`config.mk`:
```
export PLATFORM = sky130hd
export DESIGN_NAME = hexrec_loader
export DESIGN_NICKNAME = d
export VERILOG_FILES = /design/src/rtl/hexrec_pkg.sv /design/src/rtl/hexrec_nibble.sv /design/src/rtl/hexrec_addr.sv /design/src/rtl/hexrec_loader.sv
export SDC_FILE = /design/constraint.sdc
export NUM_CORES = 1
export LEC_CHECK = 0
export ABC_AREA = 0
export CAP_MARGIN = 20
export CORE_MARGIN = 2
export CORE_UTILIZATION = 30
export CTS_CLUSTER_SIZE = 28
export DETAILED_ROUTE_END_ITERATION = 10
export DONT_BUFFER_PORTS = 1
export GPL_TIMING_DRIVEN = 0
export HOLD_SLACK_MARGIN = 0.1
export MAX_ROUTING_LAYER = met4
export PLACE_DENSITY = 0.57
export SETUP_SLACK_MARGIN = 0.4
export SLEW_MARGIN = 20
export SYNTH_ARGS = -nofsm -noshare
export SYNTH_HDL_FRONTEND = slang
export SYNTH_SLANG_ARGS = --single-unit
```
`constraint.sdc`:
```
create_clock -name clk -period 3.25 [get_ports clk]
set_input_delay 0.1625 -clock clk [delete_from_list [all_inputs] [get_ports clk]]
set_output_delay 0.1625 -clock clk [all_outputs]
set_load 0.02 [all_outputs]
```
`src/rtl/hexrec_pkg.sv`:
```
package hexrec_pkg;
    parameter int CHAR_W = 8;
    parameter int OFS_W  = 16;
    parameter int ADDR_W = 32;
    localparam int BYTE_W = 8;
    localparam int NIB_W  = BYTE_W / 2;
    localparam int EXT_W  = 4 * BYTE_W;

    localparam logic [BYTE_W-1:0] TY_DATA  = 8'h00;
    localparam logic [BYTE_W-1:0] TY_END   = 8'h01;
    localparam logic [BYTE_W-1:0] TY_SEG   = 8'h02;
    localparam logic [BYTE_W-1:0] TY_SSTA  = 8'h03;
    localparam logic [BYTE_W-1:0] TY_UPPER = 8'h04;
    localparam logic [BYTE_W-1:0] TY_LSTA  = 8'h05;

    localparam logic [CHAR_W-1:0] CH_COLON = 8'h3A;
    localparam logic [CHAR_W-1:0] CH_CR    = 8'h0D;
    localparam logic [CHAR_W-1:0] CH_LF    = 8'h0A;

    typedef enum logic [3:0] {
        PS_IDLE, PS_CNT, PS_OFS, PS_TYP, PS_DAT, PS_SUM, PS_EOL, PS_SKIP, PS_DONE
    } pstate_e;
endpackage

```
`src/rtl/hexrec_nibble.sv`:
```
module hexrec_nibble
    import hexrec_pkg::*;
(
    input  logic [CHAR_W-1:0] ch,
    output logic              is_hex,
    output logic [NIB_W-1:0]  value
);
    logic [CHAR_W-1:0] rel;

    always_comb begin
        is_hex = 1'b0;
        value  = '0;
        rel    = '0;
        if (ch >= 8'h30 && ch <= 8'h39) begin
            rel    = ch - 8'h30;
            is_hex = 1'b1;
        end else if (ch >= 8'h41 && ch <= 8'h46) begin
            rel    = ch - 8'h37;
            is_hex = 1'b1;
        end else if (ch >= 8'h61 && ch <= 8'h66) begin
            rel    = ch - 8'h57;
            is_hex = 1'b1;
        end
        value = rel[NIB_W-1:0];
    end
endmodule

```
`src/rtl/hexrec_addr.sv`:
```
module hexrec_addr
    import hexrec_pkg::*;
(
    input  logic [OFS_W-1:0]  upper,
    input  logic [OFS_W-1:0]  seg,
    input  logic [OFS_W-1:0]  ofs,
    output logic [ADDR_W-1:0] addr
);
    localparam int SEG_SHIFT = 4;

    logic [ADDR_W-1:0] lin_part;
    logic [ADDR_W-1:0] seg_part;

    always_comb begin
        lin_part = {upper, ofs};
        seg_part = ADDR_W'({seg, {SEG_SHIFT{1'b0}}});
        addr     = lin_part + seg_part;
    end
endmodule

```
`src/rtl/hexrec_loader.sv`:
```
module hexrec_loader
    import hexrec_pkg::*;
(
    input  logic              clk,
    input  logic              rst_n,
    input  logic              in_valid,
    input  logic [CHAR_W-1:0] in_char,
    output logic              in_ready,
    output logic              wr_en,
    output logic [ADDR_W-1:0] wr_addr,
    output logic [BYTE_W-1:0] wr_data,
    output logic              rec_good,
    output logic              rec_bad,
    output logic              fmt_err,
    output logic              sum_err,
    output logic              eof,
    output logic [OFS_W-1:0]  start_cs,
    output logic [OFS_W-1:0]  start_ip,
    output logic              start_seg_vld,
    output logic [EXT_W-1:0]  start_lin,
    output logic              start_lin_vld
);
    typedef struct packed {
        pstate_e           st;
        logic              hi_vld;
        logic [NIB_W-1:0]  hi_nib;
        logic              ofs_idx;
        logic [BYTE_W-1:0] cnt;
        logic [BYTE_W-1:0] left;
        logic [BYTE_W-1:0] typ;
        logic [BYTE_W-1:0] acc;
        logic [OFS_W-1:0]  ofs;
        logic [EXT_W-1:0]  ext;
        logic [OFS_W-1:0]  seg;
        logic [OFS_W-1:0]  upper;
        logic [OFS_W-1:0]  cs;
        logic [OFS_W-1:0]  ip;
        logic [EXT_W-1:0]  lin;
        logic              seg_vld;
        logic              lin_vld;
        logic              eof;
        logic              wr_en;
        logic [ADDR_W-1:0] wr_addr;
        logic [BYTE_W-1:0] wr_data;
        logic              good;
        logic              bad;
        logic              ferr;
        logic              serr;
    } regs_t;

    regs_t regs_d, regs_q;

    logic              nib_ok;
    logic [NIB_W-1:0]  nib_val;
    logic [ADDR_W-1:0] cur_addr;
    logic [BYTE_W-1:0] byte_v;
    logic [BYTE_W-1:0] total;
    logic              len_bad;
    logic              field_st;

    hexrec_nibble u_nibble (
        .ch     (in_char),
        .is_hex (nib_ok),
        .value  (nib_val)
    );

    hexrec_addr u_addr (
        .upper (regs_q.upper),
        .seg   (regs_q.seg),
        .ofs   (regs_q.ofs),
        .addr  (cur_addr)
    );

    always_comb begin
        regs_d       = regs_q;
        regs_d.wr_en = 1'b0;
        regs_d.good  = 1'b0;
        regs_d.bad   = 1'b0;
        regs_d.ferr  = 1'b0;
        regs_d.serr  = 1'b0;

        byte_v = {regs_q.hi_nib, nib_val};
        total  = regs_q.acc + byte_v;

        case (regs_q.typ)
            TY_DATA:          len_bad = 1'b0;
            TY_END:           len_bad = (regs_q.cnt != 8'd0);
            TY_SEG, TY_UPPER: len_bad = (regs_q.cnt != 8'd2);
            TY_SSTA, TY_LSTA: len_bad = (regs_q.cnt != 8'd4);
            default:          len_bad = 1'b1;
        endcase

        field_st = (regs_q.st == PS_CNT) || (regs_q.st == PS_OFS) ||
                   (regs_q.st == PS_TYP) || (regs_q.st == PS_DAT) ||
                   (regs_q.st == PS_SUM);

        if (in_valid) begin
            if (regs_q.st == PS_IDLE || regs_q.st == PS_SKIP) begin
                if (in_char == CH_COLON) begin
                    regs_d.st     = PS_CNT;
                    regs_d.acc    = '0;
                    regs_d.hi_vld = 1'b0;
                    regs_d.ext    = '0;
                end
            end else if (regs_q.st == PS_EOL) begin
                if (in_char == CH_LF) begin
                    regs_d.st = PS_IDLE;
                end else if (in_char != CH_CR) begin
                    regs_d.ferr = 1'b1;
                    regs_d.bad  = 1'b1;
                    regs_d.st   = PS_SKIP;
                end
            end else if (field_st) begin
                if (!nib_ok) begin
                    regs_d.ferr = 1'b1;
                    regs_d.bad  = 1'b1;
                    regs_d.st   = PS_SKIP;
                end else if (!regs_q.hi_vld) begin
                    regs_d.hi_vld = 1'b1;
                    regs_d.hi_nib = nib_val;
                end else begin
                    regs_d.hi_vld = 1'b0;
                    regs_d.acc    = total;
                    case (regs_q.st)
                        PS_CNT: begin
                            regs_d.cnt     = byte_v;
                            regs_d.left    = byte_v;
                            regs_d.ofs_idx = 1'b0;
                            regs_d.st      = PS_OFS;
                        end
                        PS_OFS: begin
                            regs_d.ofs     = {regs_q.ofs[BYTE_W-1:0], byte_v};
                            regs_d.ofs_idx = 1'b1;
                            if (regs_q.ofs_idx) regs_d.st = PS_TYP;
                        end
                        PS_TYP: begin
                            regs_d.typ = byte_v;
                            regs_d.st  = (regs_q.cnt == 8'd0) ? PS_SUM : PS_DAT;
                        end
                        PS_DAT: begin
                            if (regs_q.typ == TY_DATA) begin
                                regs_d.wr_en   = 1'b1;
                                regs_d.wr_addr = cur_addr;
                                regs_d.wr_data = byte_v;
                                regs_d.ofs     = regs_q.ofs + 16'd1;
                            end else begin
                                regs_d.ext = {regs_q.ext[EXT_W-BYTE_W-1:0], byte_v};
                            end
                            regs_d.left = regs_q.left - 8'd1;
                            if (regs_q.left == 8'd1) regs_d.st = PS_SUM;
                        end
                        default: begin
                            regs_d.st = PS_EOL;
                            if (total != 8'd0 || len_bad) begin
                                regs_d.bad  = 1'b1;
                                regs_d.serr = (total != 8'd0);
                                regs_d.ferr = len_bad;
                            end else begin
                                regs_d.good = 1'b1;
                                case (regs_q.typ)
                                    TY_END: begin
                                        regs_d.eof = 1'b1;
                                        regs_d.st  = PS_DONE;
                                    end
                                    TY_SEG: begin
                                        regs_d.seg   = regs_q.ext[OFS_W-1:0];
                                        regs_d.upper = '0;
                                    end
                                    TY_UPPER: begin
                                        regs_d.upper = regs_q.ext[OFS_W-1:0];
                                        regs_d.seg   = '0;
                                    end
                                    TY_SSTA: begin
                                        regs_d.cs      = regs_q.ext[EXT_W-1:OFS_W];
                                        regs_d.ip      = regs_q.ext[OFS_W-1:0];
                                        regs_d.seg_vld = 1'b1;
                                    end
                                    TY_LSTA: begin
                                        regs_d.lin     = regs_q.ext;
                                        regs_d.lin_vld = 1'b1;
                                    end
                                    default: ;
                                endcase
                            end
                        end
                    endcase
                end
            end
        end
    end

    always_ff @(posedge clk or negedge rst_n) begin
        if (!rst_n) regs_q <= '0;
        else        regs_q <= regs_d;
    end

    assign in_ready      = 1'b1;
    assign wr_en         = regs_q.wr_en;
    assign wr_addr       = regs_q.wr_addr;
    assign wr_data       = regs_q.wr_data;
    assign rec_good      = regs_q.good;
    assign rec_bad       = regs_q.bad;
    assign fmt_err       = regs_q.ferr;
    assign sum_err       = regs_q.serr;
    assign eof           = regs_q.eof;
    assign start_cs      = regs_q.cs;
    assign start_ip      = regs_q.ip;
    assign start_seg_vld = regs_q.seg_vld;
    assign start_lin     = regs_q.lin;
    assign start_lin_vld = regs_q.lin_vld;
endmodule

```
==> insert_results.sql <==
INSERT INTO impl_metrics (metric_group, metric, value, unit) VALUES
('timing', 'fmaxAchievable', '303', 'MHz'),
('global_routing', 'grtUsageTotal', '0.151', ''),
('drt', 'num_vias', '9133', ''),
('yosys', 'ys_async_sr_fraction', '1.00', ''),
('clocking', 'number_of_sinks_on_the_clock_net', '234', ''),
('global_routing', 'grt_max_degree', '235', ''),
('timing', 'finalMaxSlewViolations', '0', ''),
('yosys', 'synthDominantAreaCellType', 'dfrtp_1', ''),
('placed_design', 'placement.setup.worst_slack', '-1600', 'ps'),
('floorplan', 'die_span_in_y', '209', 'um'),
('global_routing', 'antenna_found_initial', '0', ''),
('timing', 'finalCritPeriodShare', '1.02', ''),
('yosys', 'yosys_most_used_dff', 'dfrtp_1', ''),
('floorplan', 'rows', '75', ''),
('clocking', 'cts.reportedPaths.clkPinSlew', '60', 'ps'),
('timing', 'post-route-worst-setup-slack', '-50.1', 'ps'),
('timing', 'timing.final.setup_violations', '31', ''),
('run_status', 'outcome', 'finished with violations', ''),
('timing', 'hold_ws', '-679', 'ps'),
('worst_setup_path', 'cp_max_fo', '5', ''),
('min_path', 'min-delay-path-class', 'in -> async', ''),
('yosys', 'synth.yosys.warnings', '0', ''),
('final_layout', 'final_common_cell', 'dfrtp_1', ''),
('drt', 'viasPerCell', '4.89', ''),
('placed_design', 'detailed_place.area', '0.0133', 'sq mm'),
('pwr', 'power.density', '577', 'mW/mm^2'),
('yosys', 'synth.area.top_cells', 'dfrtp_1, mux2_4, buf_4', ''),
('pwr', 'vdd_drop_max', '0.306', 'mV'),
('worst_setup_path', 'worstSetupPathType', 'in -> reg', ''),
('timing', 'skew', '11.3', 'ps'),
('floorplan', 'core_area', '0.0417', 'sq mm'),
('timing', 'period_minus_slack', '3300', 'ps'),
('final_layout', 'drive_above_1_share', '0.280', ''),
('final_layout', 'area_taken_by_multi_input_logic_gates', '0.00575', 'sq mm'),
('final_layout', 'layout_common_cells', 'dfrtp_1, nand2_1, buf_4', ''),
('global_routing', 'grt_pass1_vias', '8921', ''),
('worst_setup_path', 'endpoint_kind', 'register', ''),
('floorplan', 'floorplan.die_area', '0.0436', 'sq mm'),
('timing', 'slew_at_the_pin_closest_to_its_max_slew_limit', '635', 'ps'),
('floorplan', 'die_w', '209', 'um'),
('clocking', 'number_of_buffers_added_to_fix_hold_violations_after_cts', '5', ''),
('clocking', 'worstSkewPairLatency', '540', 'ps'),
('clocking', 'cts_root_buf', 'clkbuf_16', ''),
('timing', 'finalHoldViolCount', '234', ''),
('final_layout', 'insertedDiodeCount', '0', ''),
('timing', 'maxSlewHeadroom', '0.577', ''),
('worst_setup_path', 'cell_type_with_the_highest_occurrence_count_on_the_critical_path', 'buf_6', ''),
('drt', 'detail_route.drc_violations', '0', ''),
('timing', 'setup_tns', '-575', 'ps'),
('run_status', 'violations_in_the_final_reports', 'hold timing, setup timing', ''),
('worst_setup_path', 'slowest_stage_cell_on_the_critical_path', 'or4b_4', ''),
('yosys', 'postSynthNetCount', '1263', ''),
('drt', 'drt_pre_antenna_iters', '4', ''),
('final_layout', 'nets', '1354', ''),
('clocking', 'cts_max_path_buffers', '3', ''),
('final_layout', 'n_fill_cell', '4139', ''),
('yosys', 'synth_top_area_frac', '0.465', ''),
('worst_setup_path', 'cp.arrival', '3720', 'ps'),
('clocking', 'tritoncts_clock_tree', 'done', ''),
('placed_design', 'detailed_placement_wirelength_estimate', '22300', 'um'),
('yosys', 'synth_cell_type_count', '87', ''),
('worst_setup_path', 'cell_chain_critical_path', 'or4b_4, a211oi_4, buf_6, mux2i_4, inv_2, ha_4, inv_2, fa_2, nand2b_4, a21oi_4, nor4_2, a211oi_2, nand4b_4, buf_6, nor4_4, buf_6, clkbuf_16, mux2_4', ''),
('drt', 'drtAntennaViolNets', '0', ''),
('timing', 'grt_setup_unrepaired', 'true', ''),
('final_layout', 'layout_stage_area_growth_over_the_synthesis_result', '20.9', '%'),
('drt', 'finalWirelength', '33300', 'um'),
('worst_setup_path', 'worst_ep_required_time', '3670', 'ps'),
('yosys', 'synth_sequential_area_ratio', '0.465', ''),
('final_layout', 'fin_area', '0.0152', 'sq mm'),
('floorplan', 'boundaryPins', '124', ''),
('floorplan', 'start_util', '0.302', '');
-- critical path, delay by kind of cell --
family | cells | cell delay, ps
and+or+nand+nor | 5 | 1200
muxes | 2 | 390
AOI/OAI and AO/OA | 3 | 650
buffers and inverters | 6 | 830
adders and majority gates | 2 | 470
-- area by class of cell --
cell class	count	share of cell area
sequential	234	0.385
tap	539	0.0443
multi-input combinational	781	0.378
buffer	160	0.0778
clock buffer	36	0.0499
inverter	45	0.0116
timing repair buffer	63	0.0449
clock inverter	8	0.00839
-- final timing paths --
check | from | endpoint | cells after the start
worst min-delay path | rst_n | wr_addr[25] | 0
max in group asynchronous | rst_n | regs_q[232] | 0
worst min register to register | wr_addr[30] | wr_addr[30] | 2
worst max-delay path | in_char[7] | start_ip[3] | 18
min in group clk | in_char[3] | regs_q[219] | 4
worst max register to register | byte_v[4] | start_ip[3] | 10
-- layer usage --
metal	wire length, um	GRT usage	vias to the layer above
met5	0	-	-
met4	813	0.0429	0
met3	1460	0.0206	52
met2	16700	0.254	188
met1	14400	0.191	4550
li1	-	-	4343
-- stage by stage --
stage               utilization  cells
floorplan                     -   1220
global placement          0.319   1759
detailed placement        0.319   1759
CTS                       0.355   1845
global route              0.365   1866
finish                    0.365   1866
-- Yosys cell counts (5+ instances only) --
cell / n
a211oi_1: 6
ha_1: 30
buf_2: 5
nand2_1: 181
and3_1: 18
dfrtp_1: 234
o31ai_1: 13
mux2_2: 5
nor4_1: 7
o21ai_1: 23
nand3_1: 19
mux2_4: 64
xnor2_1: 17
nor2_1: 44
o21bai_1: 5
o211ai_1: 9
a22o_1: 16
mux2_1: 10
buf_4: 106
a21oi_1: 55
clkbuf_1: 33
o21ai_0: 96
nor3_1: 17
a22oi_1: 5
inv_1: 43
a21o_1: 6
buf_8: 6
nor2b_1: 5
mux2i_1: 19
xor2_1: 14
a31oi_1: 7
-- state kept, by name, indices dropped and copies added, names as in the netlist, 4 cells and up --
| name | flops |
|---|---|
| start_lin | 32 |
| regs_q | 118 |
| start_ip | 16 |
| wr_addr | 32 |
| start_cs | 16 |
| byte_v | 4 |
| wr_data | 8 |
-- repair_timing --
item | 4_1_cts | 5_1_grt
pin swaps | 27 | 36
gates resized for setup | 64 | 45
hold endpoints to repair | 246 | 234
setup buffers | 34 | 16
gates cloned | 3 | 5
setup endpoints to repair | 195 | 165
-- kinds of logic after synthesis --
kind of cell               synth area share
AOI/OAI and AO/OA                     0.141
xor gates and xnor gates             0.0216
adders and majority gates            0.0330
buffers and inverters                 0.103
DFF                                   0.465
muxes                                 0.105
other                              0.000298
and+or+nand+nor                       0.131
-- where the power goes --
part / internal, mW / switching [mW] / total, mW
Combinational: 0.944 / 1.48 / 2.43
Clock: 1.86 / 1.21 / 3.07
Sequential: 3.10 / 0.187 / 3.29
(Power assumes the default switching activity.)
